<file path="config.mk">
export PLATFORM = sky130hd
export DESIGN_NAME = jtag_vec_shifter
export DESIGN_NICKNAME = d
export VERILOG_FILES = /design/src/rtl/jvs_pkg.sv /design/src/rtl/jvs_regs.sv /design/src/rtl/jvs_tick.sv /design/src/rtl/jvs_seq.sv /design/src/rtl/jtag_vec_shifter.sv
export SDC_FILE = /design/constraint.sdc
export NUM_CORES = 1
export LEC_CHECK = 0
export CORE_MARGIN = 2
export CORE_UTILIZATION = 37
export DETAILED_ROUTE_END_ITERATION = 10
export DONT_BUFFER_PORTS = 1
export GPL_TIMING_DRIVEN = 0
export PLACE_DENSITY = 0.48
export SLEW_MARGIN = 15
export SYNTH_ARGS = -nofsm -noshare
export SYNTH_HDL_FRONTEND = slang
export SYNTH_SLANG_ARGS = --single-unit
</file>
<file path="constraint.sdc">
create_clock -name clk -period 3.2 [get_ports clk]
set_input_delay 0.64 -clock clk [delete_from_list [all_inputs] [get_ports clk]]
set_output_delay 0.64 -clock clk [all_outputs]
set_load 0.05 [all_outputs]
</file>
<file path="src/rtl/jvs_pkg.sv">
package jvs_pkg;
  localparam int ADDR_W = 5;
  localparam logic [ADDR_W-1:0] OFS_COUNT = 5'h00;
  localparam logic [ADDR_W-1:0] OFS_TMS   = 5'h04;
  localparam logic [ADDR_W-1:0] OFS_TDI   = 5'h08;
  localparam logic [ADDR_W-1:0] OFS_TDO   = 5'h0C;
  localparam logic [ADDR_W-1:0] OFS_CTRL  = 5'h10;
  localparam logic [ADDR_W-1:0] OFS_HALF  = 5'h14;

  typedef enum logic [1:0] {
    SH_IDLE = 2'd0,
    SH_LOW  = 2'd1,
    SH_HIGH = 2'd2
  } shift_state_t;
endpackage

</file>
<file path="src/rtl/jvs_regs.sv">
module jvs_regs
  import jvs_pkg::*;
#(
  parameter int DATA_W     = 32,
  parameter int HALF_W     = 16,
  parameter int HALF_RESET = 2
) (
  input  logic              clk,
  input  logic              rst_n,
  input  logic              sel,
  input  logic              wr,
  input  logic [ADDR_W-1:0] addr,
  input  logic [DATA_W-1:0] wdata,
  input  logic              busy,
  input  logic              done,
  input  logic [DATA_W-1:0] tdo_word,
  output logic [DATA_W-1:0] count_q,
  output logic [DATA_W-1:0] tms_q,
  output logic [DATA_W-1:0] tdi_q,
  output logic [HALF_W-1:0] half_q,
  output logic              start,
  output logic [DATA_W-1:0] rdata
);
  logic wr_en;
  logic [DATA_W-1:0] rd_mux;

  assign wr_en = sel && wr;
  assign start = wr_en && (addr == OFS_CTRL) && wdata[0];

  always_ff @(posedge clk) begin
    if (!rst_n) begin
      count_q <= '0;
      tms_q   <= '0;
      tdi_q   <= '0;
      half_q  <= HALF_W'(HALF_RESET);
    end else if (wr_en) begin
      case (addr)
        OFS_COUNT: count_q <= wdata;
        OFS_TMS:   tms_q   <= wdata;
        OFS_TDI:   tdi_q   <= wdata;
        OFS_HALF:  half_q  <= wdata[HALF_W-1:0];
        default: ;
      endcase
    end
  end

  always_comb begin
    case (addr)
      OFS_COUNT: rd_mux = count_q;
      OFS_TMS:   rd_mux = tms_q;
      OFS_TDI:   rd_mux = tdi_q;
      OFS_TDO:   rd_mux = tdo_word;
      OFS_CTRL:  rd_mux = {{(DATA_W-2){1'b0}}, done, busy};
      OFS_HALF:  rd_mux = {{(DATA_W-HALF_W){1'b0}}, half_q};
      default:   rd_mux = '0;
    endcase
  end

  always_ff @(posedge clk) begin
    if (!rst_n) rdata <= '0;
    else if (sel && !wr) rdata <= rd_mux;
  end

  AST_STATUS_EXCLUSIVE: assert property (@(posedge clk) disable iff (!rst_n)
    !(busy && done));
endmodule

</file>
<file path="src/rtl/jvs_tick.sv">
module jvs_tick #(
  parameter int HALF_W = 16
) (
  input  logic              clk,
  input  logic              rst_n,
  input  logic              load,
  input  logic [HALF_W-1:0] half_in,
  input  logic              run,
  output logic              tick
);
  logic [HALF_W-1:0] half_lat;
  logic [HALF_W-1:0] ph_cnt;

  always_ff @(posedge clk) begin
    if (!rst_n) half_lat <= HALF_W'(1);
    else if (load) half_lat <= (half_in == '0) ? HALF_W'(1) : half_in;
  end

  assign tick = run && (ph_cnt == half_lat - HALF_W'(1));

  always_ff @(posedge clk) begin
    if (!rst_n || !run) ph_cnt <= '0;
    else if (tick) ph_cnt <= '0;
    else ph_cnt <= ph_cnt + HALF_W'(1);
  end

  AST_PHASE_IN_RANGE: assert property (@(posedge clk) disable iff (!rst_n)
    run |-> (ph_cnt < half_lat));
  AST_HALF_NONZERO: assert property (@(posedge clk) disable iff (!rst_n)
    half_lat != '0);
endmodule

</file>
<file path="src/rtl/jvs_seq.sv">
module jvs_seq
  import jvs_pkg::*;
#(
  parameter int DATA_W   = 32,
  parameter int MAX_BITS = 32,
  localparam int IDX_W   = (MAX_BITS > 1) ? $clog2(MAX_BITS) : 1
) (
  input  logic              clk,
  input  logic              rst_n,
  input  logic              start,
  input  logic [DATA_W-1:0] count,
  input  logic [DATA_W-1:0] tms_word,
  input  logic [DATA_W-1:0] tdi_word,
  input  logic              tick,
  input  logic              tdo_i,
  output logic              tck_o,
  output logic              tms_o,
  output logic              tdi_o,
  output logic              busy,
  output logic              done,
  output logic [DATA_W-1:0] tdo_word
);
  shift_state_t      state;
  logic [IDX_W-1:0]  idx;
  logic [IDX_W-1:0]  last;
  logic [IDX_W-1:0]  nxt;
  logic [DATA_W-1:0] tms_lat;
  logic [DATA_W-1:0] tdi_lat;
  logic              cnt_ok;

  assign busy   = (state != SH_IDLE);
  assign cnt_ok = (count != '0) && (count <= DATA_W'(MAX_BITS));
  assign nxt    = idx + IDX_W'(1);

  always_ff @(posedge clk) begin
    if (!rst_n) begin
      state    <= SH_IDLE;
      idx      <= '0;
      last     <= '0;
      tms_lat  <= '0;
      tdi_lat  <= '0;
      tck_o    <= 1'b0;
      tms_o    <= 1'b0;
      tdi_o    <= 1'b0;
      done     <= 1'b0;
      tdo_word <= '0;
    end else begin
      case (state)
        SH_IDLE: begin
          if (start) begin
            tdo_word <= '0;
            if (cnt_ok) begin
              done    <= 1'b0;
              state   <= SH_LOW;
              idx     <= '0;
              last    <= IDX_W'(count - DATA_W'(1));
              tms_lat <= tms_word;
              tdi_lat <= tdi_word;
              tms_o   <= tms_word[0];
              tdi_o   <= tdi_word[0];
            end else begin
              done <= 1'b1;
            end
          end
        end
        SH_LOW: begin
          if (tick) begin
            tck_o         <= 1'b1;
            tdo_word[idx] <= tdo_i;
            state         <= SH_HIGH;
          end
        end
        SH_HIGH: begin
          if (tick) begin
            tck_o <= 1'b0;
            if (idx == last) begin
              state <= SH_IDLE;
              done  <= 1'b1;
            end else begin
              idx   <= nxt;
              tms_o <= tms_lat[nxt];
              tdi_o <= tdi_lat[nxt];
              state <= SH_LOW;
            end
          end
        end
        default: state <= SH_IDLE;
      endcase
    end
  end

  AST_TCK_IDLE_LOW: assert property (@(posedge clk) disable iff (!rst_n)
    !busy |-> !tck_o);
  AST_IDX_IN_COUNT: assert property (@(posedge clk) disable iff (!rst_n)
    busy |-> (idx <= last));
  AST_TMS_HOLD_HIGH: assert property (@(posedge clk) disable iff (!rst_n)
    (tms_o != $past(tms_o)) |-> !tck_o);
  AST_TDI_HOLD_HIGH: assert property (@(posedge clk) disable iff (!rst_n)
    (tdi_o != $past(tdi_o)) |-> !tck_o);
  AST_DONE_AFTER_IDLE: assert property (@(posedge clk) disable iff (!rst_n)
    $rose(done) |-> !busy);
endmodule

</file>
<file path="src/rtl/jtag_vec_shifter.sv">
module jtag_vec_shifter
  import jvs_pkg::*;
#(
  parameter int DATA_W     = 32,
  parameter int MAX_BITS   = 32,
  parameter int HALF_W     = 16,
  parameter int HALF_RESET = 2
) (
  input  logic              clk,
  input  logic              rst_n,
  input  logic              bus_sel,
  input  logic              bus_wr,
  input  logic [4:0]        bus_addr,
  input  logic [DATA_W-1:0] bus_wdata,
  output logic [DATA_W-1:0] bus_rdata,
  output logic              jtag_tck,
  output logic              jtag_tms,
  output logic              jtag_tdi,
  input  logic              jtag_tdo
);
  logic [DATA_W-1:0] count_q, tms_q, tdi_q, tdo_word;
  logic [HALF_W-1:0] half_q;
  logic start, busy, done, tick;

  jvs_regs #(.DATA_W(DATA_W), .HALF_W(HALF_W), .HALF_RESET(HALF_RESET)) u_regs (
    .clk(clk), .rst_n(rst_n), .sel(bus_sel), .wr(bus_wr), .addr(bus_addr),
    .wdata(bus_wdata), .busy(busy), .done(done), .tdo_word(tdo_word),
    .count_q(count_q), .tms_q(tms_q), .tdi_q(tdi_q), .half_q(half_q),
    .start(start), .rdata(bus_rdata)
  );

  jvs_tick #(.HALF_W(HALF_W)) u_tick (
    .clk(clk), .rst_n(rst_n), .load(start && !busy), .half_in(half_q),
    .run(busy), .tick(tick)
  );

  jvs_seq #(.DATA_W(DATA_W), .MAX_BITS(MAX_BITS)) u_seq (
    .clk(clk), .rst_n(rst_n), .start(start), .count(count_q),
    .tms_word(tms_q), .tdi_word(tdi_q), .tick(tick), .tdo_i(jtag_tdo),
    .tck_o(jtag_tck), .tms_o(jtag_tms), .tdi_o(jtag_tdi),
    .busy(busy), .done(done), .tdo_word(tdo_word)
  );

  AST_TCK_RISE_BUSY: assert property (@(posedge clk) disable iff (!rst_n)
    $rose(jtag_tck) |-> busy);
endmodule

</file>
Word-level counts from Yosys, hierarchy flattened
Cells that the tools add are included.
- eq/ne operators: 15
- order comparisons: 4
- shifts and indexed selects: 0
- multiplexer cells: 41
- multiply operators: 0
- reduce and logical (&&, ||, !) cells: 31
- add/sub/neg operators: 4
- bitwise logic cells: 0
- divide/modulo/power cells: 0
- operators with widths (operator ; count):
    $pmux 32 s6 ; 1
    $mux 32 ; 2
    $pmux 32 s2 ; 1
    $bwmux 32 ; 1
    $le 32x6->1 const B ; 1
    $reduce_bool 32->1 ; 1
    $mux 5 ; 4
    $mux 1 ; 18
    $add 16x1->16 const B ; 1
    $eq 16x16->1 ; 1
    $logic_not 16->1 ; 1
    $mux 16 ; 1
    $sub 16x1->16 const B ; 1
    $lt 5x6->1 const B ; 2
    $bmux 1 s5 ; 2
    $eq 5x4->1 const B ; 2
    $eq 5x5->1 const B ; 2
    $pmux 5 s2 ; 1
    $reduce_and 3->1 ; 3
    $logic_and 1x1->1 ; 8
    $mux 2 ; 4
    $ne 2x2->1 const B ; 4
    $pmux 1 s2 ; 4
    $reduce_and 2->1 ; 4
    18 further kinds ; 25
- latch bits: 0
- memories: 0
- input port bits: 42
- RAM bits: 0
- word-level logic and storage cells: 112
- flip-flop bits (word level): 288
- output and inout bits: 35
- bits in read-only memories: 0

Depth between registers and ports, before layout
Gate-level depths: netlist (run 1).
- word-level depth: 7
- depth in mapped cells: 14
- mapped depth without buffers: 10

Modules after synthesis
A second synthesis (run 1) with hierarchy kept.
- cell total of the unflattened synthesis: 1621
- area, all modules: 14171.1 um2
- modules (own cells, without submodules) (module ; cells an instance ; times used ; area each (um2)):
    jvs_regs ; 732 ; 1 ; 6632.6
    jvs_seq ; 666 ; 1 ; 5512.8
    jvs_tick ; 222 ; 1 ; 2011.9
    jtag_vec_shifter ; 1 ; 1 ; 13.8

Worst setup path before layout (run 1)
Ideal clock, no wire load.
- kind: register -> register
- start: register u_seq.idx[0]
- end: register u_seq.tms_o
- data required time: 3.065 ns
- arrival time: 2.765 ns
- period minus slack after synthesis: 2.900 ns
- stages on the path, launching flop included: 13
- setup slack: 0.300 ns
- library setup time: 0.135 ns
- cells stage by stage: dfxtp_1 -> buf_2 -> inv_1 -> ha_1 -> clkbuf_1 -> buf_2 -> mux4_2 -> mux2i_1 -> a21oi_1 -> mux2i_1 -> nand2_1 -> o211ai_1 -> mux2i_1
- cells in the longest elaborated chain, start to end: 6
- ends and longest elaborated chain (item ; line ; text):
    from (decl) ; jvs_seq.sv:24 ; logic [IDX_W-1:0] idx;
    from (signal assigned) ; jvs_seq.sv:80 ; idx <= nxt;
    $add 5x1->5 ; jvs_seq.sv:33 ; assign nxt = idx + IDX_W'(1);
    $bmux 1 s5 ; jvs_seq.sv:81 ; tms_o <= tms_lat[nxt];
    $mux 1 (not written as such) ; jvs_seq.sv:81 ;
    $mux 1 ; jvs_seq.sv:76 ; if (idx == last) begin
    $mux 1 ; jvs_seq.sv:74 ; if (tick) begin
    $pmux 1 s2 ; jvs_seq.sv:48 ; case (state)
    to (signal assigned) ; jvs_seq.sv:59 ; tms_o <= tms_word[0];
    to (signal assigned) ; jvs_seq.sv:81 ;
    to (decl) ; jvs_seq.sv:17 ; output logic tms_o,
Parallel ways exist; a longest one is shown, timed or not. The select of a mux whose other input is x is not followed.
A chain may end at the register's enable or synchronous reset.

Worst setup path in the final report (run 1)
- start: register u_seq.idx[0]
- end: register u_seq.tdi_o
- cells in the longest elaborated chain, start to end: 6
- ends and longest elaborated chain (item ; line ; text):
    $add 5x1->5 ; jvs_seq.sv:33 ;
    $bmux 1 s5 ; jvs_seq.sv:82 ; tdi_o <= tdi_lat[nxt];
    $mux 1 (not written as such) ; jvs_seq.sv:82 ;
    $mux 1 ; jvs_seq.sv:76 ;
    $mux 1 ; jvs_seq.sv:74 ;
    $pmux 1 s2 ; jvs_seq.sv:48 ;
    to (signal assigned) ; jvs_seq.sv:60 ; tdi_o <= tdi_word[0];
    to (signal assigned) ; jvs_seq.sv:82 ;
    to (decl) ; jvs_seq.sv:18 ; output logic tdi_o,
Parallel ways exist; a longest one is shown, timed or not. The select of a mux whose other input is x is not followed.

==> results of run 1 <==
[cell type report]
class                           count  share of cell area
Timing Repair Buffer               11             0.00546
Sequential cell                   288               0.393
Inverter                           14             0.00384
Tap cell                          455              0.0388
Clock inverter                      9             0.00409
Clock buffer                       51              0.0693
Multi-Input combinational cell   1161               0.450
Buffer                            122              0.0354
[per-layer routing]
metal / track usage / wire length [microns] / share of wire
met1: 0.354 / 21400 / 0.46
met2: 0.417 / 21500 / 0.46
met3: 0.0427 / 2630 / 0.056
met4: 0.0686 / 1150 / 0.025
met5: 0 / 0 / 0
[repair_timing]
item,4_1_cts,5_1_grt
setup buffers,2,8
setup endpoints to repair,52,51
pin swaps,1,2
hold buffers,0,0
gates resized for setup,10,13
cloned,0,0
[flip-flops by register name (all words and copies together) (netlist names)]
| signal | count |
|---|---|
| u_regs.count_q | 32 |
| u_regs.half_q | 16 |
| u_regs.rdata | 32 |
| u_regs.tdi_q | 32 |
| u_regs.tms_q | 32 |
| u_seq.done | 1 |
| u_seq.idx | 5 |
| u_seq.last | 5 |
| u_seq.state | 2 |
| u_seq.tck_o | 1 |
| u_seq.tdi_lat | 32 |
| u_seq.tdi_o | 1 |
| u_seq.tdo_word | 32 |
| u_seq.tms_lat | 32 |
| u_seq.tms_o | 1 |
| u_tick.half_lat | 16 |
| u_tick.ph_cnt | 16 |
[worst max path at each step]
stage / end / start / slack [ns] / cells after the start
after floorplan: u_seq.tms_o / u_seq.idx[0] / 0.30 / 12
after global placement: u_seq.tms_o / u_seq.idx[0] / -1.08 / 12
after detailed placement: u_seq.tms_o / u_seq.idx[0] / -1.08 / 12
after CTS: u_seq.tdi_o / u_seq.idx[0] / 0.01 / 11
after global routing: u_seq.tms_o / u_seq.idx[0] / 0.003 / 12
final: u_seq.tdi_o / u_seq.idx[0] / 0.13 / 11
[cell families after synthesis]
group,Yosys count,synth area share
muxes,48,0.0688
buffers and inverters,139,0.0433
xor gates and xnor gates,37,0.0252
and+or+nand+nor,696,0.237
adders and majority gates,7,0.00681
AOI/OAI and AO/OA,373,0.171
DFF,288,0.448
[cell usage in the layout (no fill, tap or decap), types with 14 or more instances in the layout]
master	instances
sky130_fd_sc_hd__xor2_1	17
sky130_fd_sc_hd__nor2_1	78
sky130_fd_sc_hd__clkbuf_1	106
sky130_fd_sc_hd__and3_1	42
sky130_fd_sc_hd__nand2_1	449
sky130_fd_sc_hd__xnor2_1	19
sky130_fd_sc_hd__o21ai_0	14
sky130_fd_sc_hd__mux4_2	32
sky130_fd_sc_hd__clkbuf_16	36
sky130_fd_sc_hd__a31oi_1	33
sky130_fd_sc_hd__a22oi_1	58
sky130_fd_sc_hd__o21ai_1	25
sky130_fd_sc_hd__a21oi_1	203
sky130_fd_sc_hd__nand3_1	44
sky130_fd_sc_hd__dfxtp_1	287
[power breakdown]
part	total (mW)	switching, mW	internal [mW]	leakage [nW]
Combinational	0.189	0.147	0.0412	2.03
Clock	3.78	1.57	2.21	0.536
Sequential	3.61	0.0138	3.59	2.32
Total	7.57	1.73	5.84	4.89
[critical path: stages (launching register included)]
cell                         delay, ns
sky130_fd_sc_hd__dfxtp_1          0.41
sky130_fd_sc_hd__buf_12           0.18
sky130_fd_sc_hd__clkinvlp_4       0.12
sky130_fd_sc_hd__ha_4             0.38
sky130_fd_sc_hd__mux4_2           0.53
sky130_fd_sc_hd__nor2b_1          0.15
sky130_fd_sc_hd__a211oi_1         0.38
sky130_fd_sc_hd__a21oi_1          0.13
sky130_fd_sc_hd__mux2i_2          0.32
sky130_fd_sc_hd__nand2_1          0.09
sky130_fd_sc_hd__o211ai_1         0.14
sky130_fd_sc_hd__mux2i_1          0.10
[through the flow]
stage	power (mW)	hold slack, ns	setup WS (ns)
after floorplan	3.79	0.433	0.300
after global placement	3.87	0.441	-1.08
after detailed placement	3.87	0.445	-1.08
after CTS	7.63	0.237	0.0117
after global routing	7.79	0.243	0.00333
final	7.57	0.246	0.127
==> flow_metrics.py, run 1 <==
metrics = {
    "clocking": {
        "numCtsBuffers": 35,
        "cts_sinks": 288,
        "cts_tree": "done",
        "cts.root.buffer_cell": "sky130_fd_sc_hd__clkbuf_16",
        "clk_pin_slew_ns": 0.06,
        "worstSkewPairLatency_ns": 0.52,
        "cts.path.max_buffers": 3,
        "h_tree_depth": 2,
    },
    "finish": {
        "antenna-diode-count": 0,
        "num-fill-cells": 3583,
        "seq_area_sq_um": 5770,
        "layout-drive-gt1-share": 0.0803,
        "num-nets-final": 1682,
        "area_delta_synth_final_pct": 14.0,
        "multi_input_comb_area_sq_um": 6600,
        "post_layout_instance_count_excluding_filler_cells": 2111,
        "design_area_sq_um": 14700,
        "post-route-util": 0.427,
    },
    "detailed_routing": {
        "routed-via-count": 11695,
        "dr.first_iter.drc_count": 992,
        "totalWireLength_microns": 46700,
        "detail_route.drc_violations": 0,
        "ant_nets": 0,
        "wire_length_per_cell_microns": 22.1,
        "routed_via_density": 5.54,
        "detail_route.first_pass.iterations": 7,
    },
    "placed_design": {
        "dp_hpwl_microns": 34800,
        "placedInstanceArea_sq_um": 13500,
        "gp_congestion": 0.883,
        "portBuffers": 0,
        "dp_cells": 2044,
    },
    "global_route": {
        "vias_in_the_first_global_route": 11218,
        "grt_pass1_wl_microns": 70200,
        "globalRouteTotalUtil": 0.257,
        "grt_overflow_total": 0,
        "antenna_violations_before_repair": 0,
        "grt_start_max_net_pins": 12,
    },
    "floorplanning": {
        "count_of_pins_on_the_block_boundary": 77,
        "fp.dieH_microns": 190,
        "core.rowCount": 68,
        "die_width_microns": 190,
        "starting_utilization_of_the_core_area": 0.374,
        "design.die.area_sq_um": 36300,
        "core-area_sq_um": 34400,
    },
    "sta": {
        "finalCritPeriodShare": 0.960,
        "clock_skew_ns": 0.0190,
        "setup_viol": 0,
        "worst-slew-pin-transition_ns": 1.13,
        "timing.final.crit_period_ns": 3.07,
        "hold_viol_final": 0,
        "slew_headroom": 0.245,
        "final_max_slew_viol_count": 0,
        "totalNegativeSetupSlack_ns": 0,
        "timing.fmax_ghz": 0.325,
        "rsz0062_at_grt": "no",
    },
    "min_path": {
        "timing.hold.worst_path_depth": 2,
        "hold-path-endpoint": "u_regs.tdi_q[20]",
        "holdCritPathClass": "in2reg",
        "hp-start": "bus_wdata[20]",
    },
    "synthesis": {
        "synthesis.area_per_instance_sq_um": 8.10,
        "synth_common_cells": "sky130_fd_sc_hd__nand2_1, sky130_fd_sc_hd__dfxtp_1, sky130_fd_sc_hd__a21oi_1, sky130_fd_sc_hd__clkbuf_1, sky130_fd_sc_hd__nor2_1",
        "synth_top_cell_area_share": 0.448,
        "synthArstFlopShare": 0,
        "synth_fp_nets": 1637,
        "synth_top_area_cell": "sky130_fd_sc_hd__dfxtp_1",
        "synth-edff-count": 0,
        "synth.area.top_cells": "sky130_fd_sc_hd__dfxtp_1, sky130_fd_sc_hd__nand2_1, sky130_fd_sc_hd__a21oi_1",
        "synth_flop_cell": "sky130_fd_sc_hd__dfxtp_1",
        "synth.most_common_cell": "sky130_fd_sc_hd__nand2_1",
        "synth.lib_cells_used.distinct": 64,
        "synth_seq_area_share": 0.448,
        "synth_warnings": 0,
        "syn_area_sq_um": 12900,
        "synth_cells": 1588,
        "synth.ff_latch_count": 288,
    },
    "setup_path": {
        "worst-r2r-setup-slack_ns": 0.13,
        "cp_data_arrival_time_ns": 3.45,
        "critical_path_peak_fanout": 10,
        "critPathRequiredTime_ns": 3.58,
        "start_kind": "flop",
        "crit_path_end_kind": "flop",
        "setup.worst_path.class": "reg2reg",
        "rr_endpoint": "u_seq.tdi_o",
        "worstRegToRegCells": 11,
        "rr_startpoint": "u_seq.idx[0]",
    },
    "outcome": {
        "status": "complete, no violations",
    },
    "run": {
        "max-cap-violations": 0,
    },
    "power": {
        "power.leakage_nw": 4.89,
        "p_per_area_nw_per_um2": 516,
        "ir_worst_vdd_v": 0.000398,
    },
}
Note: power is estimated with default switching activity, not from simulation.
==> inputs of run 2 (changes only) <==
--- a/config.mk
+++ b/config.mk
@@ -5,12 +5,12 @@
 export SDC_FILE = /design/constraint.sdc
 export NUM_CORES = 1
 export LEC_CHECK = 0
+export BUFFER_PORTS_ARGS = -buffer_cell sky130_fd_sc_hd__buf_2
 export CORE_MARGIN = 2
 export CORE_UTILIZATION = 37
 export DETAILED_ROUTE_END_ITERATION = 10
-export DONT_BUFFER_PORTS = 1
 export GPL_TIMING_DRIVEN = 0
-export PLACE_DENSITY = 0.48
+export PLACE_DENSITY = 0.5
 export SLEW_MARGIN = 15
 export SYNTH_ARGS = -nofsm -noshare
 export SYNTH_HDL_FRONTEND = slang
==> run 2 against run 1 <==
  * Setup slack got worse by 0.0018 ns
  * Clock skew increased by 0.011 ns
  * First-iteration DRC count decreased by 9.8%
  * Via count increased by 3.1%
  * Sequential share of layout area decreased by 0.86 points
  * Die area unchanged
  * Combinational power increased by 36%
  * Power increased by 1.4%
  * Final cell count increased by 3.2%
  * Non-clock buffer count increased by 70
  * Flip-flop and latch count unchanged
==> flow_metrics.py, run 2 (synthesis gave the netlist of run 1 again) <==
metrics = {
    "clocking": {
        "cts_sinks": 288,
        "h_tree_depth": 2,
        "clk_pin_slew_ns": 0.06,
        "worstSkewPairLatency_ns": 0.53,
        "cts.path.max_buffers": 3,
        "cts_tree": "done",
        "numCtsBuffers": 35,
        "cts.root.buffer_cell": "sky130_fd_sc_hd__clkbuf_16",
    },
    "detailed_routing": {
        "ant_nets": 0,
        "routed-via-count": 12057,
        "wire_length_per_cell_microns": 21.4,
        "detail_route.drc_violations": 0,
        "detail_route.first_pass.iterations": 5,
        "dr.first_iter.drc_count": 895,
        "totalWireLength_microns": 46700,
        "routed_via_density": 5.54,
    },
    "sta": {
        "setup_ws_final_ns": 0.126,
        "hold_viol_final": 0,
        "finalCritPeriodShare": 0.961,
        "rsz0062_at_grt": "no",
        "setup_viol": 0,
        "final_max_slew_viol_count": 0,
        "timing.final.crit_period_ns": 3.07,
        "worst-slew-pin-transition_ns": 1.12,
        "totalNegativeSetupSlack_ns": 0,
        "timing.fmax_ghz": 0.325,
        "clock_skew_ns": 0.0296,
        "slew_headroom": 0.255,
    },
    "setup_path": {
        "cp_data_arrival_time_ns": 3.45,
        "worstRegToRegCells": 11,
        "worst_setup_path_endpoint": "u_seq.tms_o",
        "critical_path_peak_fanout": 10,
        "rr_endpoint": "u_seq.tms_o",
        "start_kind": "flop",
        "critPathMostFrequentCell": "sky130_fd_sc_hd__mux2i_1",
        "worst-r2r-setup-slack_ns": 0.13,
        "setup.worst_path.class": "reg2reg",
        "critPathMaxStageDelay_ns": 0.55,
        "crit_slowest_cell": "sky130_fd_sc_hd__mux4_2",
        "critPathRequiredTime_ns": 3.57,
        "crit_path_end_kind": "flop",
        "worstSetupStartpoint": "u_seq.idx[0]",
        "critical_path.cell_chain": "buf_6 -> inv_1 -> ha_4 -> buf_6 -> mux4_2 -> mux2i_1 -> a21oi_1 -> mux2i_1 -> nand2_1 -> o211ai_1 -> mux2i_1",
        "rr_startpoint": "u_seq.idx[0]",
    },
    "floorplanning": {
        "starting_utilization_of_the_core_area": 0.374,
        "design.die.area_sq_um": 36300,
        "die_width_microns": 190,
        "core-area_sq_um": 34400,
        "core.rowCount": 68,
        "fp.dieH_microns": 190,
        "count_of_pins_on_the_block_boundary": 77,
    },
    "finish": {
        "layout-drive-gt1-share": 0.113,
        "area_delta_synth_final_pct": 16.6,
        "num-fill-cells": 3546,
        "post-route-util": 0.436,
        "num-nets-final": 1752,
        "multi_input_comb_area_sq_um": 6610,
        "post_layout_instance_count_excluding_filler_cells": 2178,
        "antenna-diode-count": 0,
        "layout.cells.most_common_list": "sky130_fd_sc_hd__nand2_1, sky130_fd_sc_hd__dfxtp_1, sky130_fd_sc_hd__a21oi_1",
        "final_common_cell": "sky130_fd_sc_hd__nand2_1",
        "seq_area_sq_um": 5770,
    },
    "power": {
        "ir_worst_vdd_v": 0.000356,
        "p_per_area_nw_per_um2": 512,
        "power.leakage_nw": 5.21,
    },
    "placed_design": {
        "dpl_worst_slack_ns": -0.983,
        "dp_cells": 2120,
        "dp_hpwl_microns": 34800,
        "portBuffers": 76,
        "gp_congestion": 0.920,
    },
    "global_route": {
        "antenna_violations_before_repair": 0,
        "vias_in_the_first_global_route": 11390,
        "globalRouteTotalUtil": 0.257,
        "grt_overflow_total": 0,
        "grt_start_max_net_pins": 12,
        "grt_pass1_wl_microns": 70500,
    },
    "min_path": {
        "holdCritPathClass": "in2reg",
    },
    "outcome": {
        "status": "complete, no violations",
    },
    "run": {
        "max-cap-violations": 0,
    },
}
## run 2: cell types whose count changed in the layout (fill, tap and decap cells not counted), moves of 2 or more
cell and delta:
sky130_fd_sc_hd__buf_2 +76, sky130_fd_sc_hd__buf_4 -5, sky130_fd_sc_hd__clkinv_2 -5, sky130_fd_sc_hd__clkbuf_1 +4
sky130_fd_sc_hd__clkbuf_8 -4, sky130_fd_sc_hd__bufinv_16 +2, sky130_fd_sc_hd__mux2i_1 +2, sky130_fd_sc_hd__mux2i_2 -2
## run 2: how the worst min path moves through the flow
| stage | to | cells past startpoint | start |
|---|---|---|---|
| after detailed placement | u_seq.tdi_lat[30] | 2 | u_seq.tdi_lat[30] |
| final | u_regs.tms_q[19] | 3 | bus_wdata[19] |
| after floorplan | u_seq.tdi_lat[0] | 2 | u_seq.tdi_lat[0] |
| after global placement | u_seq.tdi_lat[30] | 2 | u_seq.tdi_lat[30] |
| after CTS | u_regs.count_q[20] | 3 | bus_wdata[20] |
| after global routing | u_regs.half_q[3] | 3 | bus_wdata[3] |
## run 2: per-layer routing
layer  wire length (microns)  track usage  vias up  part of all wire
met5                       0            0        -                 0
met2                   21300        0.421      419              0.46
met4                    1300       0.0760        0             0.028
li1                        -            -     5740                 -
met3                    3150       0.0431       98             0.067
met1                   20900        0.348     5800              0.45
## run 2: through the flow
stage,total power [mW],hold WS (ns),area (sq um)
after CTS,7.74,0.375,14900
after global placement,3.93,0.439,13800
after floorplan,3.79,0.433,12900
final,7.68,0.383,15000
after global routing,7.91,0.389,15000
after detailed placement,3.93,0.445,13800
## run 2: final cells by class
type | count | share of cell area
Buffer | 122 | 0.0340
Timing Repair Buffer | 81 | 0.0279
Sequential cell | 288 | 0.385
Multi-Input combinational cell | 1161 | 0.440
Tap cell | 455 | 0.0380
Inverter | 14 | 0.00350
Clock inverter | 7 | 0.00684
Clock buffer | 50 | 0.0649
## run 2: timing repair
item                                   in CTS  in global routing
setup endpoints to repair                  95                 56
endpoints found under the hold margin       0                  0
gates resized for setup                     9                 11
hold buffers                                0                  0
pin swaps                                   0                  1
setup buffers                               0                  4
## run 2: worst max-delay path, delay by kind of cell, from the launching register on
family | cells | cell delay, ns
AND/OR/NAND/NOR | 1 | 0.07
buffers and inverters | 3 | 0.63
flip-flops | 1 | 0.37
AO/OA/AOI/OAI | 2 | 0.34
adder cells (fa/ha/maj) | 1 | 0.42
multiplexers | 4 | 1.09
## run 2: power by group
part	internal (mW)	switching, mW	total [mW]
clock	2.27	1.55	3.82
combinational	0.0581	0.199	0.257
sequential	3.59	0.00788	3.60
total	5.92	1.75	7.68
